## config.mk

```make
export PLATFORM = sky130hd
export DESIGN_NAME = edram_seq
export DESIGN_NICKNAME = d
export VERILOG_FILES = /design/src/rtl/edram_pkg.sv /design/src/rtl/edram_seq.sv
export SDC_FILE = /design/constraint.sdc
export NUM_CORES = 1
export LEC_CHECK = 0
export BUFFER_PORTS_ARGS = -buffer_cell sky130_fd_sc_hd__buf_2
export CAP_MARGIN = 5
export CORE_ASPECT_RATIO = 0.75
export CORE_MARGIN = 5
export CORE_UTILIZATION = 55
export DETAILED_ROUTE_END_ITERATION = 16
export PLACE_DENSITY = 0.78
export SYNTH_ARGS = -nofsm -noshare
export SYNTH_HDL_FRONTEND = slang
export SYNTH_SLANG_ARGS = --single-unit
```

## constraint.sdc

```tcl
create_clock -name clk -period 2.5 [get_ports clk]
set_input_delay 0.75 -clock clk [delete_from_list [all_inputs] [get_ports clk]]
set_output_delay 0.75 -clock clk [all_outputs]
set_load 0.1 [all_outputs]
```

## src/rtl/edram_pkg.sv

```systemverilog
package edram_pkg;
  typedef enum logic [2:0] {
    K_NONE    = 3'd0,
    K_READ    = 3'd1,
    K_EWR     = 3'd2,
    K_LWR     = 3'd3,
    K_RASONLY = 3'd4,
    K_CBR     = 3'd5,
    K_SELF    = 3'd6
  } dram_kind_e;

  typedef enum logic [1:0] {
    PH_IDLE = 2'd0,
    PH_ACT  = 2'd1,
    PH_CBR  = 2'd2,
    PH_SELF = 2'd3
  } dram_phase_e;
endpackage

```

## src/rtl/edram_seq.sv

```systemverilog
module edram_seq
  import edram_pkg::*;
#(
  parameter int ROW_W = 6,
  parameter int COL_W = 4,
  parameter int AW = 6,
  parameter int SELF_REF_CYC = 20000,
  parameter int PAGE_MAX_CYC = 20000,
  localparam int WIN = (PAGE_MAX_CYC > SELF_REF_CYC) ? PAGE_MAX_CYC : SELF_REF_CYC,
  localparam int CNT_W = $clog2(WIN + 1)
) (
  input  logic             clk,
  input  logic             rst_n,
  input  logic             ras_n,
  input  logic             cas_n,
  input  logic             we_n,
  input  logic             oe_n,
  input  logic [AW-1:0]    addr,
  input  logic             ready,
  output logic [ROW_W-1:0] row_q,
  output logic [COL_W-1:0] acc_col,
  output logic             mem_wr,
  output logic             mem_rd,
  output logic             data_valid,
  output dram_kind_e       kind_q,
  output logic             kind_vld,
  output logic             refresh_evt,
  output logic             violation
);
  logic ras_q, cas_q, we_q;
  logic ras_fall, ras_rise, cas_fall, cas_rise, we_fall;
  dram_phase_e phase, nxt_phase;
  dram_kind_e  cyc, evt;
  logic [COL_W-1:0] col_q;
  logic [CNT_W-1:0] cnt;
  logic any_cas, cas_held, last_read, viol_now;

  assign ras_fall = ras_q & ~ras_n;
  assign ras_rise = ~ras_q & ras_n;
  assign cas_fall = cas_q & ~cas_n;
  assign cas_rise = ~cas_q & cas_n;
  assign we_fall  = we_q & ~we_n;
  assign acc_col  = cas_fall ? addr[COL_W-1:0] : col_q;

  always_comb begin
    nxt_phase = phase;
    evt = K_NONE;
    mem_wr = 1'b0;
    mem_rd = 1'b0;
    viol_now = 1'b0;
    case (phase)
      PH_IDLE: if (ras_fall) begin
        if (!cas_n) begin
          nxt_phase = PH_CBR;
          evt = K_CBR;
          if (cas_held && !last_read) viol_now = 1'b1;
        end else begin
          nxt_phase = PH_ACT;
        end
      end
      PH_ACT: begin
        if (ras_rise) begin
          nxt_phase = PH_IDLE;
          if (cyc != K_NONE) evt = cyc;
          else if (!any_cas) evt = K_RASONLY;
        end else begin
          if (cas_fall) begin
            if (!we_n) mem_wr = 1'b1;
            else mem_rd = 1'b1;
            if (!ready) viol_now = 1'b1;
          end else if (we_fall && !cas_n && cyc == K_READ) begin
            mem_wr = 1'b1;
            if (data_valid && !oe_n) viol_now = 1'b1;
          end
          if (cas_rise && cyc != K_NONE) evt = cyc;
          if (cnt == CNT_W'(PAGE_MAX_CYC - 1)) viol_now = 1'b1;
        end
      end
      PH_CBR: begin
        if (ras_rise) nxt_phase = PH_IDLE;
        else if (!cas_n && cnt == CNT_W'(SELF_REF_CYC - 1)) begin
          nxt_phase = PH_SELF;
          evt = K_SELF;
        end
      end
      default: if (ras_rise) nxt_phase = PH_IDLE;
    endcase
  end

  assign refresh_evt = (evt == K_CBR) || (evt == K_RASONLY);

  always_ff @(posedge clk) begin
    if (!rst_n) begin
      ras_q <= 1'b1; cas_q <= 1'b1; we_q <= 1'b1;
      phase <= PH_IDLE;
      cyc <= K_NONE;
      row_q <= '0; col_q <= '0; cnt <= '0;
      any_cas <= 1'b0; cas_held <= 1'b0; last_read <= 1'b0;
      data_valid <= 1'b0;
      kind_q <= K_NONE; kind_vld <= 1'b0;
      violation <= 1'b0;
    end else begin
      ras_q <= ras_n; cas_q <= cas_n; we_q <= we_n;
      phase <= nxt_phase;
      kind_q <= evt;
      kind_vld <= (evt != K_NONE);
      violation <= violation | viol_now;

      if (phase == PH_IDLE && ras_fall) cnt <= '0;
      else if (phase == PH_ACT) begin
        if (cnt != CNT_W'(PAGE_MAX_CYC - 1)) cnt <= cnt + 1'b1;
      end else if (phase == PH_CBR) cnt <= cas_n ? '0 : cnt + 1'b1;

      if (phase == PH_IDLE && ras_fall && cas_n) begin
        row_q <= addr[ROW_W-1:0];
        any_cas <= 1'b0;
      end

      if (phase == PH_ACT && !ras_rise && cas_fall) begin
        col_q <= addr[COL_W-1:0];
        any_cas <= 1'b1;
        cyc <= we_n ? K_READ : K_EWR;
        last_read <= we_n;
      end else if (phase == PH_ACT && mem_wr) begin
        cyc <= K_LWR;
        last_read <= 1'b0;
      end else if (phase == PH_ACT && (cas_rise || ras_rise)) begin
        cyc <= K_NONE;
      end

      if (phase == PH_ACT && ras_rise && !cas_n) cas_held <= 1'b1;
      else if (cas_n) cas_held <= 1'b0;

      if (mem_rd) data_valid <= 1'b1;
      else if (mem_wr || we_fall || (ras_n && cas_n)) data_valid <= 1'b0;
    end
  end


  both_high_off_chk: assert property (@(posedge clk) disable iff (!rst_n)
    (ras_q && cas_q) |-> !data_valid);


  write_quiet_chk: assert property (@(posedge clk) disable iff (!rst_n)
    mem_wr |=> !data_valid);


  viol_sticky_chk: assert property (@(posedge clk) disable iff (!rst_n)
    violation |=> violation);
endmodule

```

Word-level counts from Yosys, hierarchy flattened
Index checks and enable logic that the tools add are counted.

storage, ports and cells
  memories kept = 0
  input port bits = 13
  register bits = 42
  memory bits (writable) = 0
  output and inout port bits = 19
  memory bits (read-only) = 0
  latch bits = 0
  logic and storage cells = 125

operators by class
  add/subtract/negate cells = 1
  equality and inequality tests = 10
  shifts and indexed selects = 0
  reductions and logical operators = 36
  multiply operators = 0
  order comparisons = 0
  bitwise logic cells = 12
  divide/modulo/power cells = 0
  multiplexer cells = 51

operators by type and width
  cell                                           count
  two-way mux 15 bit                             4
  two-way mux 3 bit                              11
  two-way mux 1 bit                              26
  adder 15 x 1 -> 15 bit, second input constant  1
  == test 15 bit, second input constant          1
  logical AND 1 bit                              15
  != test 15 bit, second input constant          1
  two-way mux 2 bit                              6
  nonzero test 3 bit                             4
  nonzero test 2 bit                             5
  one-hot mux 3 bit (3 select lines)             1
  == test 3 bit, second input constant           2
  inverter 1 bit                                 6
  AND 1 bit                                      5
  zero test 1 bit                                4
  logical OR 1 bit                               4
  two-way mux 4 bit                              1
  != test 2 bit, second input constant           2
  one-hot mux 2 bit (2 select lines)             1
  == test 3 x 1 -> 1 bit, second input constant  1
  != test 3 bit, second input constant           1
  AND reduction 3 bit                            1
  == test 2 x 1 -> 1 bit, second input constant  1
  == test 2 bit, second input constant           1
  5 further kinds                                5

Depth between registers and ports, before layout
Gate-level depths: netlist of the first run.

  depth after elaboration = 12
  depth in mapped cells = 7
  gate-level depth less buffers = 6

Worst setup path after synthesis of the first run
Ideal clock, no wire load.

  path type = in2out
  start point = in cas_n
  end point = out mem_wr
  path slack = -0.515 ns
  cell stages on the path = 3
  buffers on the path = 0
  required time = 1.750 ns
  arrival time = 2.265 ns
  cell sequence = or4b_1 > nor3_1 > o21a_1

between the ends
  longest elaborated chain between the ends = 7
  elaborated cells between the ends (all ways) = 9
  those cells by class = 4 x mux; 2 x bitwise; 3 x reduce/logical

RTL lines
  item                             line             text
  from (decl)                      edram_seq.sv:15  input logic cas_n,
  zero test 1 bit                  edram_seq.sv:71  end else if (we_fall && !cas_n && cyc == K_READ) begin
  logical AND 1 bit (2 in series)  edram_seq.sv:71
  two-way mux 1 bit                edram_seq.sv:71
  two-way mux 1 bit (*)            edram_seq.sv:67  if (cas_fall) begin
  two-way mux 1 bit (*)            edram_seq.sv:62  if (ras_rise) begin
  two-way mux 1 bit (*)            edram_seq.sv:51  case (phase)
  to (decl)                        edram_seq.sv:22  output logic mem_wr,

Every way passes the cells marked *; elsewhere a longest branch is shown, timed or not.

Final worst setup path of the first run
Ends and elaborated chain as after synthesis.

==> results of run 1 <==
per-stage QoR:
step	total power [mW]	setup WS, ns	TNS, ns	hold WS (ns)	area [sq um]
5_1_grt	1.572	-0.1430	-0.1841	0.5021	2547
6_report	1.517	-0.1161	-0.1231	0.4717	2547
2_1_floorplan	0.8786	-0.1266	-0.1266	0.4241	2012
3_5_place_dp	0.9606	-0.2304	-0.2855	0.4473	2385
4_1_cts	1.525	-0.1204	-0.1207	0.4726	2545
3_3_place_gp	0.9577	-0.1875	-0.2122	0.4400	2385
power groups by stage:
stage / sequential (mW) / combinational [mW] / clock (mW)
floorplan: 0.748 / 0.131 / 0
global placement: 0.697 / 0.260 / 0
detailed placement: 0.698 / 0.262 / 0
CTS: 0.684 / 0.269 / 0.572
global route: 0.686 / 0.287 / 0.599
finish: 0.684 / 0.270 / 0.562
layout make-up:
type / count / area, sq um
flip-flops and latches: 41 / 820.8
clock inverters: 2 / 37.54
fillers: 256 / 830.8
well taps: 40 / 50.05
inverters: 7 / 30.03
clock buffers: 6 / 82.58
repair buffers: 46 / 385.4
multi-input cells: 183 / 1141
worst min path at each step:
| stage | from | end | slack, ns |
|---|---|---|---|
| floorplan | last_read$_SDFFE_PN0P_ | last_read$_SDFFE_PN0P_ | 0.42 |
| global route | last_read$_SDFFE_PN0P_ | last_read$_SDFFE_PN0P_ | 0.50 |
| detailed placement | last_read$_SDFFE_PN0P_ | last_read$_SDFFE_PN0P_ | 0.45 |
| CTS | col_q[3]$_SDFFE_PN0P_ | col_q[3]$_SDFFE_PN0P_ | 0.47 |
| global placement | last_read$_SDFFE_PN0P_ | last_read$_SDFFE_PN0P_ | 0.44 |
| finish | col_q[3]$_SDFFE_PN0P_ | col_q[3]$_SDFFE_PN0P_ | 0.47 |
sequential cells by signal, indices dropped and copies added, names as in the netlist, 2 cells and up:
register	flops
cnt	15
row_q	6
col_q	4
kind_q	3
cyc	2
phase	2
worst max-delay path: stages:
cell and delay [ns]:
buf_6 0.10, or4b_4 0.54, nor3_4 0.16, o21a_4 0.16, buf_12 0.16
metal layers:
layer  GRT usage, %  vias to the layer above  routed length, um
met3          5.620                       13                349
met2          33.33                       76               2058
li1               -                      920                  -
met1          26.86                      855               2227
met5              0                        -                  0
met4          10.29                        0                115
kinds of logic (layout without fill, tap and decap cells):
group | count (synthesis) | after routing | synth area share (%)
AO/OA/AOI/OAI | 51 | 51 | 16.73
adder cells (fa/ha/maj) | 1 | 1 | 0.6312
multiplexers | 6 | 6 | 3.030
buffers and inverters | 15 | 61 | 3.851
flip-flops | 41 | 41 | 41.41
AND/OR/NAND/NOR | 118 | 118 | 31.25
XOR/XNOR | 7 | 7 | 3.093
placed cells by master (no fill, tap or decap), types with 7 or more instances in the layout:
cell type / netlist / routed
o21ai_0: 9 / 9
buf_2: 1 / 22
xor2_1: 7 / 7
nor2b_1: 11 / 11
nand2b_1: 9 / 8
dfxtp_1: 41 / 41
nor2_1: 22 / 21
buf_4: 1 / 15
a21oi_1: 16 / 16
nand3_1: 7 / 7
nand2_1: 42 / 38
buf_12: 0 / 7
repair_timing:
action | 4_1_cts | 5_1_grt
pin swaps | 1 | 1
resized for setup | 7 | 1
setup endpoints to repair | 3 | 3
==> impl_metrics.ini, run 1 <==
[route]
drt_iter0_markers = 136
first_pass_iters = 4
remaining_drc_errors = 0
vias_per_cell = 5.735
vias = 1864
ant_nets = 0
drt_wl_total_um = 4750
wl_per_cell_um = 14.62

[cells_and_area]
antennaDiodeCount = 0
drive_gt1_share_pct = 25.26
finalNetCount = 298
fin_util_pct = 75.41
syn2layout_area_growth_pct = 28.54
finalNonFillerCells = 325

[sta]
final.setup_skew_ns = 0.008650
hold_viol_final = 0
rsz0062_at_grt = yes
fmax_mhz = 382.2
fin_crit_sh_pct = 104.6
post-route-min-period_ns = 2.616
maxSlewHeadroom_pct = 59.13
slew_viol_final = 0
worstMarginPinSlew_ns = 0.6117
setup_ws_ns = -0.1161
finalSetupViolCount = 2

[cts]
htree_levels = 2
clock_latency_ns = 0.30
ctsRootBufferMaster = clkbuf_8
cts_buffers = 5
cts_buffer_depth = 2
clock_sinks = 41
clkTransAtPathRegs_ns = 0.08
cts_setup_buffers = 0
cts_tree = built
holdBufCountCts = 0

[yosys]
synth_common_cells = nand2_1, dfxtp_1, nor2_1
syn_nets = 253
synth-seq-cells = 41
synthMostInstantiatedCell = nand2_1
synth_cell_types = 46
synth_area_sq_mm = 0.001982
yosys-top-cells-area = dfxtp_1, nand2_1, nor2_1
ys_seq_area_share_pct = 41.41
synth_edf_count = 0
synth_warnings = 0
async_reset_ff_share_pct = 0
avgSynthCellArea_sq_um = 8.292
yosys.area.top_type = dfxtp_1
synth_cells = 239
synth-main-ff-cell = dfxtp_1
synth_top_area_share_pct = 41.41

[setup_path]
crit_path_max_fanout = 2
cp.required_ns = 1.75
r2r_cells = 6
cp.arrival_ns = 1.87
r2r_start = cnt[0]$_SDFFE_PP0P_
r2r-end = cnt[3]$_SDFFE_PP0P_
endpoint = mem_wr
worstSetupStartpoint = cas_n
reg2reg_slack_ns = 0.54
endpoint_kind = output pin
cp-start-kind = primary input
worstSetupPathType = primary input to output pin

[pwr]
p_per_area_mw_per_mm2 = 595.4
power.leakage_nw = 1.049
p_int_mw = 1.083
pwr-share-seq_pct = 45.1
ir_worst_vdd_mv = 0.4442
p_clk_share_pct = 37.1
combPwrFrac_pct = 17.8
p_switching_mw = 0.4336
p_sw_share_pct = 28.59

[place]
placed_cells = 317
portBuffers = 31
place.gp.congestion = 0.8236
hpwl_um = 3424

[global_route]
grt.overflow.total = 0
grt_pass1_vias = 1737
grt_first_pass_wirelength_um = 7872
track_usage_pct = 20.92
grt_max_degree = 23
antenna_found_initial = 0

[die]
die_area_sq_mm = 0.004916
ioPinCount = 32
die_x_um = 79.32
rows = 18
core_sq_mm = 0.003378
die_y_um = 61.99
initial_core_util_pct = 58.67

[flow_run]
cap_violations = 0

[worst_hold_path]
hold_path.class = flop to flop
whs_path_depth = 2

[status]
status = finished with violations
violations = negative setup slack
(Power assumes the default switching activity.)
==> inputs of run 2 (changes only) <==
- BUFFER_PORTS_ARGS: -buffer_cell sky130_fd_sc_hd__buf_2 -> not set
- CORE_UTILIZATION: 55 -> 60
- DONT_BUFFER_PORTS: not set -> 1
- PLACE_DENSITY: 0.78 -> 0.76
==> run 2 against run 1 <==
The run still ends with negative setup slack left. Clock power is 2% lower. Clock skew fell by 0.0051 ns. Flip-flop and latch count unchanged. Sequential share of layout area is 2.0 points higher. Largest cell class unchanged.
==> impl_metrics.ini, run 2 (same netlist as run 1, synthesis figures left out) <==
[setup_path]
cp.required_ns = 1.75
cp.arrival_ns = 1.75
worstSetupStartpoint = cas_n
cp-start-kind = primary input
worstSetupPathType = primary input to output pin
r2r_cells = 6
r2r-end = cnt[3]$_SDFFE_PP0P_
slowest_delay_ns = 0.53
reg2reg_slack_ns = 0.51
path_cells = or4b_4 > nor3_4 > o21a_4 > buf_12
endpoint_kind = output pin
cpMaxStageDelayCell = or4b_4
r2r_start = cnt[0]$_SDFFE_PP0P_
crit_path_max_fanout = 14

[cts]
holdBufCountCts = 0
cts_buffer_depth = 2
htree_levels = 2
cts_buffers = 5
cts_tree = built
clkTransAtPathRegs_ns = 0.07
cts_setup_buffers = 0
clock_sinks = 41
clock_latency_ns = 0.30
cts.repair.resized = 4
ctsRootBufferMaster = clkbuf_8

[sta]
post-route-min-period_ns = 2.501
fin_crit_sh_pct = 100.1
setup_ws_ns = -0.001400
setup_tns_ns = -0.001400
finalSetupViolCount = 1
slew_viol_final = 0
final.setup_skew_ns = 0.003539
maxSlewHeadroom_pct = 59.91
worstMarginPinSlew_ns = 0.5987
fmax_mhz = 399.8
rsz0062_at_grt = yes
hold_viol_final = 0

[cells_and_area]
drive_gt1_share_pct = 19.39
largest_reg_flops = 15
largestRegisters = cnt (15), row_q (6), col_q (4)
finalNetCount = 276
final_cell_mix = dfxtp_1, nand2_1, nor2_1
syn2layout_area_growth_pct = 21.40
layout_commonest_cell = dfxtp_1
antennaDiodeCount = 0
top_register = cnt
finalNonFillerCells = 303

[global_route]
grt_max_degree = 24
grt_pass1_vias = 1602
use_met3_pct = 8.886
use_met2_pct = 30.98
busiest_layer = met2
track_usage_pct = 20.43
gr-usage-met1_pct = 26.05
grt_first_pass_wirelength_um = 7355
grt.overflow.total = 0
antenna_found_initial = 0

[pwr]
ir_worst_vdd_mv = 0.5904
p_per_area_mw_per_mm2 = 608.9
power.leakage_nw = 0.9438

[status]
violations = negative setup slack
status = finished with violations

[worst_hold_path]
hp-start = last_read$_SDFFE_PN0P_
hold_path.class = flop to flop
worstHoldEndpoint = last_read$_SDFFE_PN0P_
whs_path_depth = 2

[route]
ant_nets = 0
vias_per_cell = 5.769
wl_per_cell_um = 14.40
first_pass_iters = 4
drt_wl_total_um = 4364
drt_iter0_markers = 97
vias = 1748
remaining_drc_errors = 0

[die]
rows = 18
ioPinCount = 32
die_area_sq_mm = 0.004565
core_sq_mm = 0.003243
die_y_um = 59.78
initial_core_util_pct = 61.11
die_x_um = 76.37

[place]
portBuffers = 0
place.gp.congestion = 0.8640
hpwl_um = 3174
placed_cells = 295

[flow_run]
cap_violations = 0
-- run 2: where the power goes --
part	switching, mW	leakage, nW	internal [mW]
logic	0.162	0.552	0.0711
registers	0.0134	0.333	0.670
clock network	0.223	0.0585	0.325
total	0.399	0.944	1.07
-- run 2: area by class of cell --
type | instances | area [sq um]
multi-input combinational | 183 | 1131
fill | 245 | 837.1
sequential | 41 | 823.3
timing repair buffer | 24 | 255.2
clock buffer | 7 | 86.33
tap | 40 | 50.05
clock inverter | 1 | 30.03
inverter | 7 | 30.03
-- run 2: worst max-delay path by stage --
stage          depth (start not counted)      to  slack [ns]
4_1_cts                                4  mem_wr      -0.002
6_report                               4  mem_wr      -0.001
3_5_place_dp                           4  mem_wr       -0.09
5_1_grt                                4  mem_wr       -0.04
3_3_place_gp                           4  mem_wr       -0.08
2_1_floorplan                          3  mem_wr       -0.13
-- run 2: metrics by stage --
step                      hold WS (ns)  area [sq um]  total power, mW  setup WS, ns  util, %
after floorplan                 0.4241          2012           0.8786       -0.1266        -
after global placement          0.4464          2267           0.9260      -0.07745    69.91
after detailed placement        0.4406          2267           0.9285      -0.09411    69.91
after CTS                       0.4535          2400            1.474     -0.001534    74.00
after global routing            0.4840          2406            1.526      -0.03823    74.19
final                           0.4489          2406            1.465     -0.001400    74.19
-- run 2: per-layer routing --
layer / share of wire [%] / vias to the layer above
met1: 47 / 797
met2: 42 / 68
met4: 1.6 / 0
met5: 0 / -
li1: - / 875
met3: 8.6 / 8
-- run 2: worst max-delay path: cells and delay by family --
family	cells	cell delay, ns
AOI/OAI and AO/OA	1	0.15
buffers and inverters	1	0.17
and+or+nand+nor	2	0.68
